--- config.mk ---
export PLATFORM = sky130hd
export DESIGN_NAME = mem_port_unit
export DESIGN_NICKNAME = d
export VERILOG_FILES = /design/src/rtl/mpu_pkg.sv /design/src/rtl/mpu_word_port.sv /design/src/rtl/mpu_byte_port.sv /design/src/rtl/mpu_widen.sv /design/src/rtl/mem_port_unit.sv
export SDC_FILE = /design/constraint.sdc
export NUM_CORES = 1
export LEC_CHECK = 0
export BUFFER_PORTS_ARGS = -buffer_cell sky130_fd_sc_hd__buf_2
export CAP_MARGIN = 25
export CORE_MARGIN = 2
export CORE_UTILIZATION = 34
export CTS_BUF_LIST = sky130_fd_sc_hd__clkbuf_8
export CTS_CLUSTER_DIAMETER = 60
export CTS_CLUSTER_SIZE = 25
export DETAILED_ROUTE_END_ITERATION = 10
export GPL_TIMING_DRIVEN = 0
export PLACE_DENSITY_LB_ADDON = 0.08
export SYNTH_ARGS = -nofsm -noshare
export SYNTH_HDL_FRONTEND = slang
export SYNTH_SLANG_ARGS = --single-unit
export TNS_END_PERCENT = 30
--- constraint.sdc ---
create_clock -name clk -period 1.6 [get_ports clk]
set_input_delay 0.16 -clock clk [delete_from_list [all_inputs] [get_ports clk]]
set_output_delay 0.16 -clock clk [all_outputs]
set_load 0.005 [all_outputs]
--- src/rtl/mpu_pkg.sv ---
package mpu_pkg;

    // word index to byte address: shift by log2(bytes per word)
    localparam int WORD_SHIFT = 2;

    typedef enum logic [1:0] {
        WS_IDLE  = 2'd0,
        WS_READ  = 2'd1,
        WS_WRITE = 2'd2,
        WS_FAULT = 2'd3
    } word_state_e;

    typedef enum logic {
        BS_IDLE  = 1'b0,
        BS_FETCH = 1'b1
    } byte_state_e;

endpackage

--- src/rtl/mpu_word_port.sv ---
module mpu_word_port
    import mpu_pkg::*;
#(
    parameter int DATA_W = 32
) (
    input  logic              clk,
    input  logic              rst_n,
    input  logic [DATA_W-1:0] c_bus,
    input  logic              ld_mar,
    input  logic              ld_mdr,
    input  logic              rd_req,
    input  logic              wr_req,
    input  logic [DATA_W-1:0] rdata,
    output logic [DATA_W-1:0] mar,
    output logic [DATA_W-1:0] mdr,
    output logic [DATA_W-1:0] mem_addr,
    output logic              mem_rd,
    output logic              mem_wr,
    output logic [DATA_W-1:0] mem_wdata,
    output logic              err
);

    localparam int KEEP_W = DATA_W - WORD_SHIFT;

    word_state_e state_q, state_d;
    logic [DATA_W-1:0] mar_q, mdr_q;

    // next state depends only on this cycle's request bits
    always_comb begin
        unique case ({rd_req, wr_req})
            2'b10:   state_d = WS_READ;
            2'b01:   state_d = WS_WRITE;
            2'b11:   state_d = WS_FAULT;
            default: state_d = WS_IDLE;
        endcase
    end

    always_ff @(posedge clk or negedge rst_n) begin
        if (!rst_n) state_q <= WS_IDLE;
        else        state_q <= state_d;
    end

    // registers: a completing read wins over a bus load of the data register
    always_ff @(posedge clk or negedge rst_n) begin
        if (!rst_n) begin
            mar_q <= '0;
            mdr_q <= '0;
        end else begin
            if (ld_mar) mar_q <= c_bus;
            if (state_q == WS_READ) mdr_q <= rdata;
            else if (ld_mdr)        mdr_q <= c_bus;
        end
    end

    // outputs decoded from the state
    always_comb begin
        mem_rd = 1'b0;
        mem_wr = 1'b0;
        err    = 1'b0;
        unique case (state_q)
            WS_READ:  mem_rd = 1'b1;
            WS_WRITE: mem_wr = 1'b1;
            WS_FAULT: err    = 1'b1;
            default:  ;
        endcase
    end

    assign mem_addr  = {mar_q[KEEP_W-1:0], {WORD_SHIFT{1'b0}}};
    assign mem_wdata = mdr_q;
    assign mar       = mar_q;
    assign mdr       = mdr_q;

endmodule

--- src/rtl/mpu_byte_port.sv ---
module mpu_byte_port
    import mpu_pkg::*;
#(
    parameter int DATA_W = 32,
    parameter int BYTE_W = 8
) (
    input  logic              clk,
    input  logic              rst_n,
    input  logic [DATA_W-1:0] c_bus,
    input  logic              ld_pc,
    input  logic              fetch_req,
    input  logic [BYTE_W-1:0] rdata,
    output logic [DATA_W-1:0] pc,
    output logic [BYTE_W-1:0] mbr,
    output logic [DATA_W-1:0] mem_addr,
    output logic              mem_rd
);

    byte_state_e state_q, state_d;
    logic [DATA_W-1:0] pc_q;
    logic [BYTE_W-1:0] mbr_q;

    always_comb begin
        unique case (fetch_req)
            1'b1:    state_d = BS_FETCH;
            default: state_d = BS_IDLE;
        endcase
    end

    always_ff @(posedge clk or negedge rst_n) begin
        if (!rst_n) state_q <= BS_IDLE;
        else        state_q <= state_d;
    end

    always_ff @(posedge clk or negedge rst_n) begin
        if (!rst_n) begin
            pc_q  <= '0;
            mbr_q <= '0;
        end else begin
            if (ld_pc)               pc_q  <= c_bus;
            if (state_q == BS_FETCH) mbr_q <= rdata;
        end
    end

    always_comb begin
        mem_rd = 1'b0;
        unique case (state_q)
            BS_FETCH: mem_rd = 1'b1;
            default:  ;
        endcase
    end

    assign mem_addr = pc_q;
    assign pc       = pc_q;
    assign mbr      = mbr_q;

endmodule

--- src/rtl/mpu_widen.sv ---
module mpu_widen #(
    parameter int DATA_W = 32,
    parameter int BYTE_W = 8
) (
    input  logic [BYTE_W-1:0] byte_in,
    input  logic              sext,
    output logic [DATA_W-1:0] word_out
);

    localparam int EXT_W = DATA_W - BYTE_W;

    generate
        if (EXT_W > 0) begin : g_ext
            logic fill;
            assign fill     = sext & byte_in[BYTE_W-1];
            assign word_out = {{EXT_W{fill}}, byte_in};
        end else begin : g_pass
            assign word_out = byte_in[DATA_W-1:0];
        end
    endgenerate

endmodule

--- src/rtl/mem_port_unit.sv ---
module mem_port_unit #(
    parameter int DATA_W = 32,
    parameter int BYTE_W = 8
) (
    input  logic              clk,
    input  logic              rst_n,
    input  logic [DATA_W-1:0] c_bus,
    input  logic              ld_mar,
    input  logic              ld_mdr,
    input  logic              ld_pc,
    input  logic              rd_req,
    input  logic              wr_req,
    input  logic              fetch_req,
    input  logic              mbr_sext,
    output logic [DATA_W-1:0] mar,
    output logic [DATA_W-1:0] mdr,
    output logic [DATA_W-1:0] pc,
    output logic [BYTE_W-1:0] mbr,
    output logic [DATA_W-1:0] mbr_bus,
    output logic [DATA_W-1:0] wmem_addr,
    output logic              wmem_rd,
    output logic              wmem_wr,
    output logic [DATA_W-1:0] wmem_wdata,
    input  logic [DATA_W-1:0] wmem_rdata,
    output logic [DATA_W-1:0] bmem_addr,
    output logic              bmem_rd,
    input  logic [BYTE_W-1:0] bmem_rdata,
    output logic              mem_err
);

    mpu_word_port #(.DATA_W(DATA_W)) u_word (
        .clk       (clk),
        .rst_n     (rst_n),
        .c_bus     (c_bus),
        .ld_mar    (ld_mar),
        .ld_mdr    (ld_mdr),
        .rd_req    (rd_req),
        .wr_req    (wr_req),
        .rdata     (wmem_rdata),
        .mar       (mar),
        .mdr       (mdr),
        .mem_addr  (wmem_addr),
        .mem_rd    (wmem_rd),
        .mem_wr    (wmem_wr),
        .mem_wdata (wmem_wdata),
        .err       (mem_err)
    );

    mpu_byte_port #(.DATA_W(DATA_W), .BYTE_W(BYTE_W)) u_byte (
        .clk       (clk),
        .rst_n     (rst_n),
        .c_bus     (c_bus),
        .ld_pc     (ld_pc),
        .fetch_req (fetch_req),
        .rdata     (bmem_rdata),
        .pc        (pc),
        .mbr       (mbr),
        .mem_addr  (bmem_addr),
        .mem_rd    (bmem_rd)
    );

    mpu_widen #(.DATA_W(DATA_W), .BYTE_W(BYTE_W)) u_widen (
        .byte_in  (mbr),
        .sext     (mbr_sext),
        .word_out (mbr_bus)
    );

endmodule

==> results of run 1 <==
-- per-stage QoR --
step                instance area [um2]  utilization [%]
detailed placement                 7426            46.58
finish                             8100            50.81
global route                       8100            50.81
floorplan                          5579                -
global placement                   7396            46.39
CTS                                8102            50.82
-- how the worst max path moves through the flow --
stage | cells after the start | endpoint
floorplan | 2 | mbr_bus[10]
global placement | 1 | u_byte.mem_addr[15]$_DFFE_PN0P_
detailed placement | 3 | mbr_bus[20]
CTS | 5 | wmem_rd
global route | 3 | mbr_bus[25]
finish | 3 | mbr_bus[20]
-- final cells by class --
class	count	area, um2
Clock buffer	10	137.6
Inverter	1	3.754
Clock inverter	6	65.06
Tap cell	216	270.3
Buffer	146	1107
Timing Repair Buffer	357	2047
Multi-Input combinational cell	142	1792
Fill cell	1513	7843
Sequential cell	107	2678
-- repair_timing --
| item | in CTS | in global routing |
|---|---|---|
| endpoints found under the hold margin | 96 | 1 |
| hold buffers | 46 | 1 |
| gates cloned | 0 | 0 |
| endpoints found under the setup margin | 25 | 1 |
| resized for setup | 5 | 1 |
-- flip-flops by register name, indices dropped and copies added, names as in the netlist --
register	flops
u_word.mdr	32
u_byte.state_q	1
u_word.mar	32
u_byte.mbr	8
u_byte.mem_addr	32
u_word.state_q	2
-- layer usage --
metal | track usage, % | wire length, um
met4 | 3.261 | 123
met2 | 30.99 | 7948
met1 | 20.70 | 6028
met5 | 0 | 0
met3 | 5.805 | 1127
-- layout by cell type (no fill, tap or decap), types with 2 or more instances in the layout --
cell type      synthesis  final
clkinv_4               0      2
buf_6                  1      2
buf_2                  7    314
clkbuf_1               5      5
clkbuf_8               0     10
buf_4                131    131
dlygate4sd3_1          0     47
dfrtp_1              107    107
conb_1                 1      2
mux2_4                60     60
mux2_2                72     72
mux2_1                 4      4
clkinv_2               0      2
buf_12                 3      3
-- power groups by stage --
stage / Sequential, mW / Clock (mW) / Combinational [mW]
floorplan: 3.26 / 0 / 1.09
global placement: 3.27 / 0 / 1.97
detailed placement: 3.29 / 0 / 2.00
CTS: 3.24 / 1.80 / 2.10
global route: 3.28 / 1.91 / 2.24
finish: 3.23 / 1.72 / 2.07
-- cell families after synthesis --
| kind of cell | share of synthesized area [%] |
|---|---|
| buf+inv | 19.95 |
| mux | 31.51 |
| flops | 48.03 |
| simple gates | 0.4489 |
| other cells | 0.06726 |
==> results.md, run 1 <==
- Status: completed
- Hold slack: 30.08 ps
- Synth top area cells: dfrtp_1 48%, buf_4 18%, mux2_4 16%
- Register area share after synthesis: 48.03%
- Slowest cell on crit path: dfrtp_1
- Die Height: 132.1 um
- CP Data Arrival Time: 1320 ps
- Worst slack, placed: 125.5 ps
- GRT Total Usage: 17.45%
- Seq pwr share: 46.1%
- Reg2reg setup slack: 160 ps
- Antenna Cells: 0
- 1st-iter DRT viols: 98
- Die width: 132.1 um
- Hold path depth: 2
- Clk slew on worst S/H paths: 110 ps
- Most frequent cell after synthesis: buf_4
- Yosys warnings: 0
- Cts bufs inserted: 9
- Total chip power: 7.016 mW
- Mapped cell area: 5575 um2
- I/O pin count: 317
- DPL Wire Length: 11410 um
- Largest net degree at the start of global routing: 57
- Drt drc: 0
- Clock insertion delay at the later pin of the skew report: 390 ps
- CP delay by family, top: flip-flops
- Clock skew: 13.04 ps
- Seq cells post-synth: 107
- H-tree levels: 3
- Leakage power: 4.348 nW
- Final Max Slew Viols: 0
- Post-synth EDFFs: 0
- Reg2reg end: u_word.mdr[9]$_DFFE_PN0P_
- Clock buffer depth: 2
- CP startpoint: u_byte.mbr[7]$_DFFE_PN0P_
- Pwr dens: 866.1 nW/um2
- Core ar.: 15940 um2
- Global-route wire length before repair: 23790 um
- Min Tclk post-route: 1482 ps
- Post-synth top area cell: dfrtp_1
- Synth top cells by count: 131 x buf_4, 107 x dfrtp_1, 72 x mux2_2
- Fin. Hold Viols: 0
- FF-to-FF Start: u_word.state_q[0]$_DFF_PN0_
- Area Growth Syn to Fin: 45.29%
- Distinct cell type count after synthesis: 14
- Unrepaired setup endpoints after global routing: false
- Worst path cell trace: and2_4, buf_4, buf_2
- Most used DFF post-synth: dfrtp_1
- VDD IR max: 0.5468 mV
- Non-Filler Instances: 985
- Congestion Overflow GR: 0
- Initial antenna violation count: 0
- Switching power: 1.901 mW
- Worst Hold End: u_byte.mem_addr[26]$_DFFE_PN0P_
- Ys async rst share: 100.0%
- Layout cells sized above 1: 78.02%
- Clock power share: 24.5%
- Startpoint Class: flip-flop
- Die area: 17440 um2
- Worst path max stage delay: 400 ps
- Yosys top cell area share: 48.03%
- Post-CTS setup buffers: 0
- Hold Crit Class: in -> reg
- WP data required: 1440 ps
- Slew @ Worst Pin: 684.3 ps
- Final setup TNS: 0 ps
- Crit end category: primary output
- Via density: 4.139
- Setup ws final: 117.8 ps
- Total wire length: 15230 um
- Worst Reg-to-Reg Cells: 4
- 1st-pass router iterations: 4
- WL/cell: 15.46 um
- Final GP Congestion: 0.7753
- Routed vias: 4077
- Critical path buffer and inverter count: 2
- Port Buf Inserts: 309
- Max Freq: 0.6747 GHz
- Gate Count Post-Synth: 396
- CTS tree: done
- Sw Share: 27.10%
- Max_slew headroom: 54.38%
- Cell Rows: 46
- Vias in the first global route: 4136
- Starting Density: 34.97%
- HP Start: c_bus[26]
- DRT antenna net count: 0
- Critical path class: reg -> out
- Max-Cap Viols: 0
- Final-report setup violation count: 0
- Critical path fanouts, max: 24
- Int Pwr: 5.115 mW
- Final nets: 845
- Final period util: 92.64%
- Clk sink count: 107
- # placed instances: 923
- Root Driver: clkbuf_8
- Gate power share: 29.4%
- Syn avg cell area: 14.08 um2
(Power assumes the default switching activity.)
==> run 2, diff against run 1 <==
--- a/config.mk
+++ b/config.mk
@@ -5,7 +5,7 @@
 export SDC_FILE = /design/constraint.sdc
 export NUM_CORES = 1
 export LEC_CHECK = 0
-export BUFFER_PORTS_ARGS = -buffer_cell sky130_fd_sc_hd__buf_2
+export BUFFER_PORTS_ARGS = -buffer_cell sky130_fd_sc_hd__buf_4
 export CAP_MARGIN = 25
 export CORE_MARGIN = 2
 export CORE_UTILIZATION = 34
==> run 2 against run 1 <==
Effect of this change: register-to-register slack better by 100 ps; via count is 0.64% higher; fmax is 1.8% lower; clock skew is 5.6 ps lower; critical path depth is 2 higher; global-route usage is 0.41 points higher; worst setup slack worse by 27 ps; final area is 11% higher; cell count is 0.41% higher; critical path type unchanged.
==> results.md, run 2 (same netlist as run 1, synthesis figures left out) <==
- Status: completed
- Fin. Hold Viols: 0
- Filler cell count: 1380
- Clk slew on worst S/H paths: 100 ps
- Clk sink count: 107
- WP data required: 1440 ps
- Worst Reg-to-Reg Cells: 4
- GRT Total Usage: 17.86%
- WL/cell: 16.04 um
- Area Growth Syn to Fin: 60.61%
- Die area: 17440 um2
- Reg2reg setup slack: 260 ps
- Layout cells sized above 1: 77.88%
- Drt drc: 0
- Placed Instance Area: 8197 um2
- Die width: 132.1 um
- Max_slew headroom: 50.80%
- DPL Wire Length: 12060 um
- I/O pin count: 317
- Critical path class: reg -> out
- Clock skew: 7.476 ps
- Total wire length: 15860 um
- CP Data Arrival Time: 1350 ps
- 1st-pass router iterations: 4
- Initial antenna violation count: 0
- Final-report setup violation count: 0
- Sequential Area: 2678 um2
- Crit end category: primary output
- Global-route wire length before repair: 24290 um
- 1st-iter DRT viols: 86
- Starting Density: 34.97%
- Reg2reg end: u_word.mdr[7]$_DFFE_PN0P_
- FF-to-FF Start: u_word.state_q[0]$_DFF_PN0_
- Die Height: 132.1 um
- Cts bufs inserted: 9
- Max-Cap Viols: 0
- Clock buffer depth: 2
- Min Tclk post-route: 1509 ps
- Area of the multi-input gates: 1800 um2
- Final Max Slew Viols: 0
- Final setup TNS: 0 ps
- Pwr dens: 855.6 nW/um2
- Root Driver: clkbuf_8
- Hold Crit Class: in -> reg
- Unrepaired setup endpoints after global routing: false
- Hold slack: 24.61 ps
- Largest net degree at the start of global routing: 55
- H-tree levels: 3
- Core ar.: 15940 um2
- DRT antenna net count: 0
- Critical path fanouts, max: 10
- Setup crit end: wmem_rd
- Post-route cell area: 8955 um2
- Setup ws final: 91.05 ps
- Routed vias: 4103
- Worst slack, placed: 106.5 ps
- Most common cell after layout, fill and taps aside: buf_4
- Via density: 4.149
- VDD IR max: 0.5477 mV
- Vias in the first global route: 4276
- Final period util: 94.31%
- Final GP Congestion: 0.7456
- Port Buf Inserts: 309
- Congestion Overflow GR: 0
- Cell Rows: 46
- Antenna Cells: 0
- Final nets: 850
- CP startpoint: u_word.state_q[1]$_DFF_PN0_
- Leakage power: 4.640 nW
- Most frequent cells in the layout: 440 x buf_4, 107 x dfrtp_1, 72 x mux2_2
- Total chip power: 7.662 mW
- CTS tree: done
- Startpoint Class: flip-flop
- Clock insertion delay at the later pin of the skew report: 380 ps
- Slew @ Worst Pin: 738.0 ps
- Max Freq: 0.6627 GHz
==> run 2: cell types whose count changed in the layout (fill, tap and decap cells not counted), moves of 2 or more <==
cell,previous run,this run
buf_2,314,6
dlygate4sd3_1,47,49
clkinv_4,2,0
buf_4,131,440
bufinv_16,1,3
==> run 2: area by class of cell <==
class	instances	area share (%)
well taps	216	3.018
flip-flops and latches	107	29.90
inverters	1	0.04192
clock buffers	9	1.383
repair buffers	360	31.77
plain buffers	147	12.59
clock inverters	6	1.188
multi-input cells	143	20.11
==> run 2: worst min-delay path by stage <==
stage                         start  depth (start not counted)                               to
after global routing       c_bus[2]                          2   u_byte.mem_addr[2]$_DFFE_PN0P_
final                     c_bus[10]                          2  u_byte.mem_addr[10]$_DFFE_PN0P_
after floorplan               rst_n                          0        u_byte.mbr[0]$_DFFE_PN0P_
after detailed placement      rst_n                          1   u_byte.mem_addr[3]$_DFFE_PN0P_
after global placement       rd_req                          1      u_word.state_q[0]$_DFF_PN0_
after CTS                  c_bus[2]                          2        u_word.mar[2]$_DFFE_PN0P_
==> run 2: repair_timing <==
item	CTS	global route
hold endpoints to repair	101	1
pin swaps	0	1
endpoints found under the setup margin	25	25
resized for setup	6	3
hold buffers	48	1
buffers inserted	0	1
cloned	0	1
==> run 2: per-layer routing <==
metal / GRT usage, % / up-vias / share of wire, % / wire length [um]
li1: - / 1936 / - / -
met1: 20.42 / 1989 / 39 / 6139
met2: 32.41 / 167 / 52 / 8317
met3: 5.575 / 11 / 7.8 / 1245
met4: 4.348 / 0 / 1.0 / 160
met5: 0 / - / 0 / 0
==> run 2: report_power, final <==
group | switching, mW | internal, mW
sequential | 0.265 | 2.99
combinational | 0.738 | 1.74
clock | 0.910 | 1.02
==> run 2: stage by stage <==
step / utilization (%) / cells
floorplan: - / 397
global placement: 51.24 / 922
detailed placement: 51.41 / 923
CTS: 55.98 / 986
global route: 56.17 / 989
finish: 56.17 / 989
==> run 2: critical path: stages, from the launching register on <==
cell	delay [ps]
dfrtp_1	380
nand2b_1	150
buf_6	140
buf_12	150
inv_2	40
buf_4	90
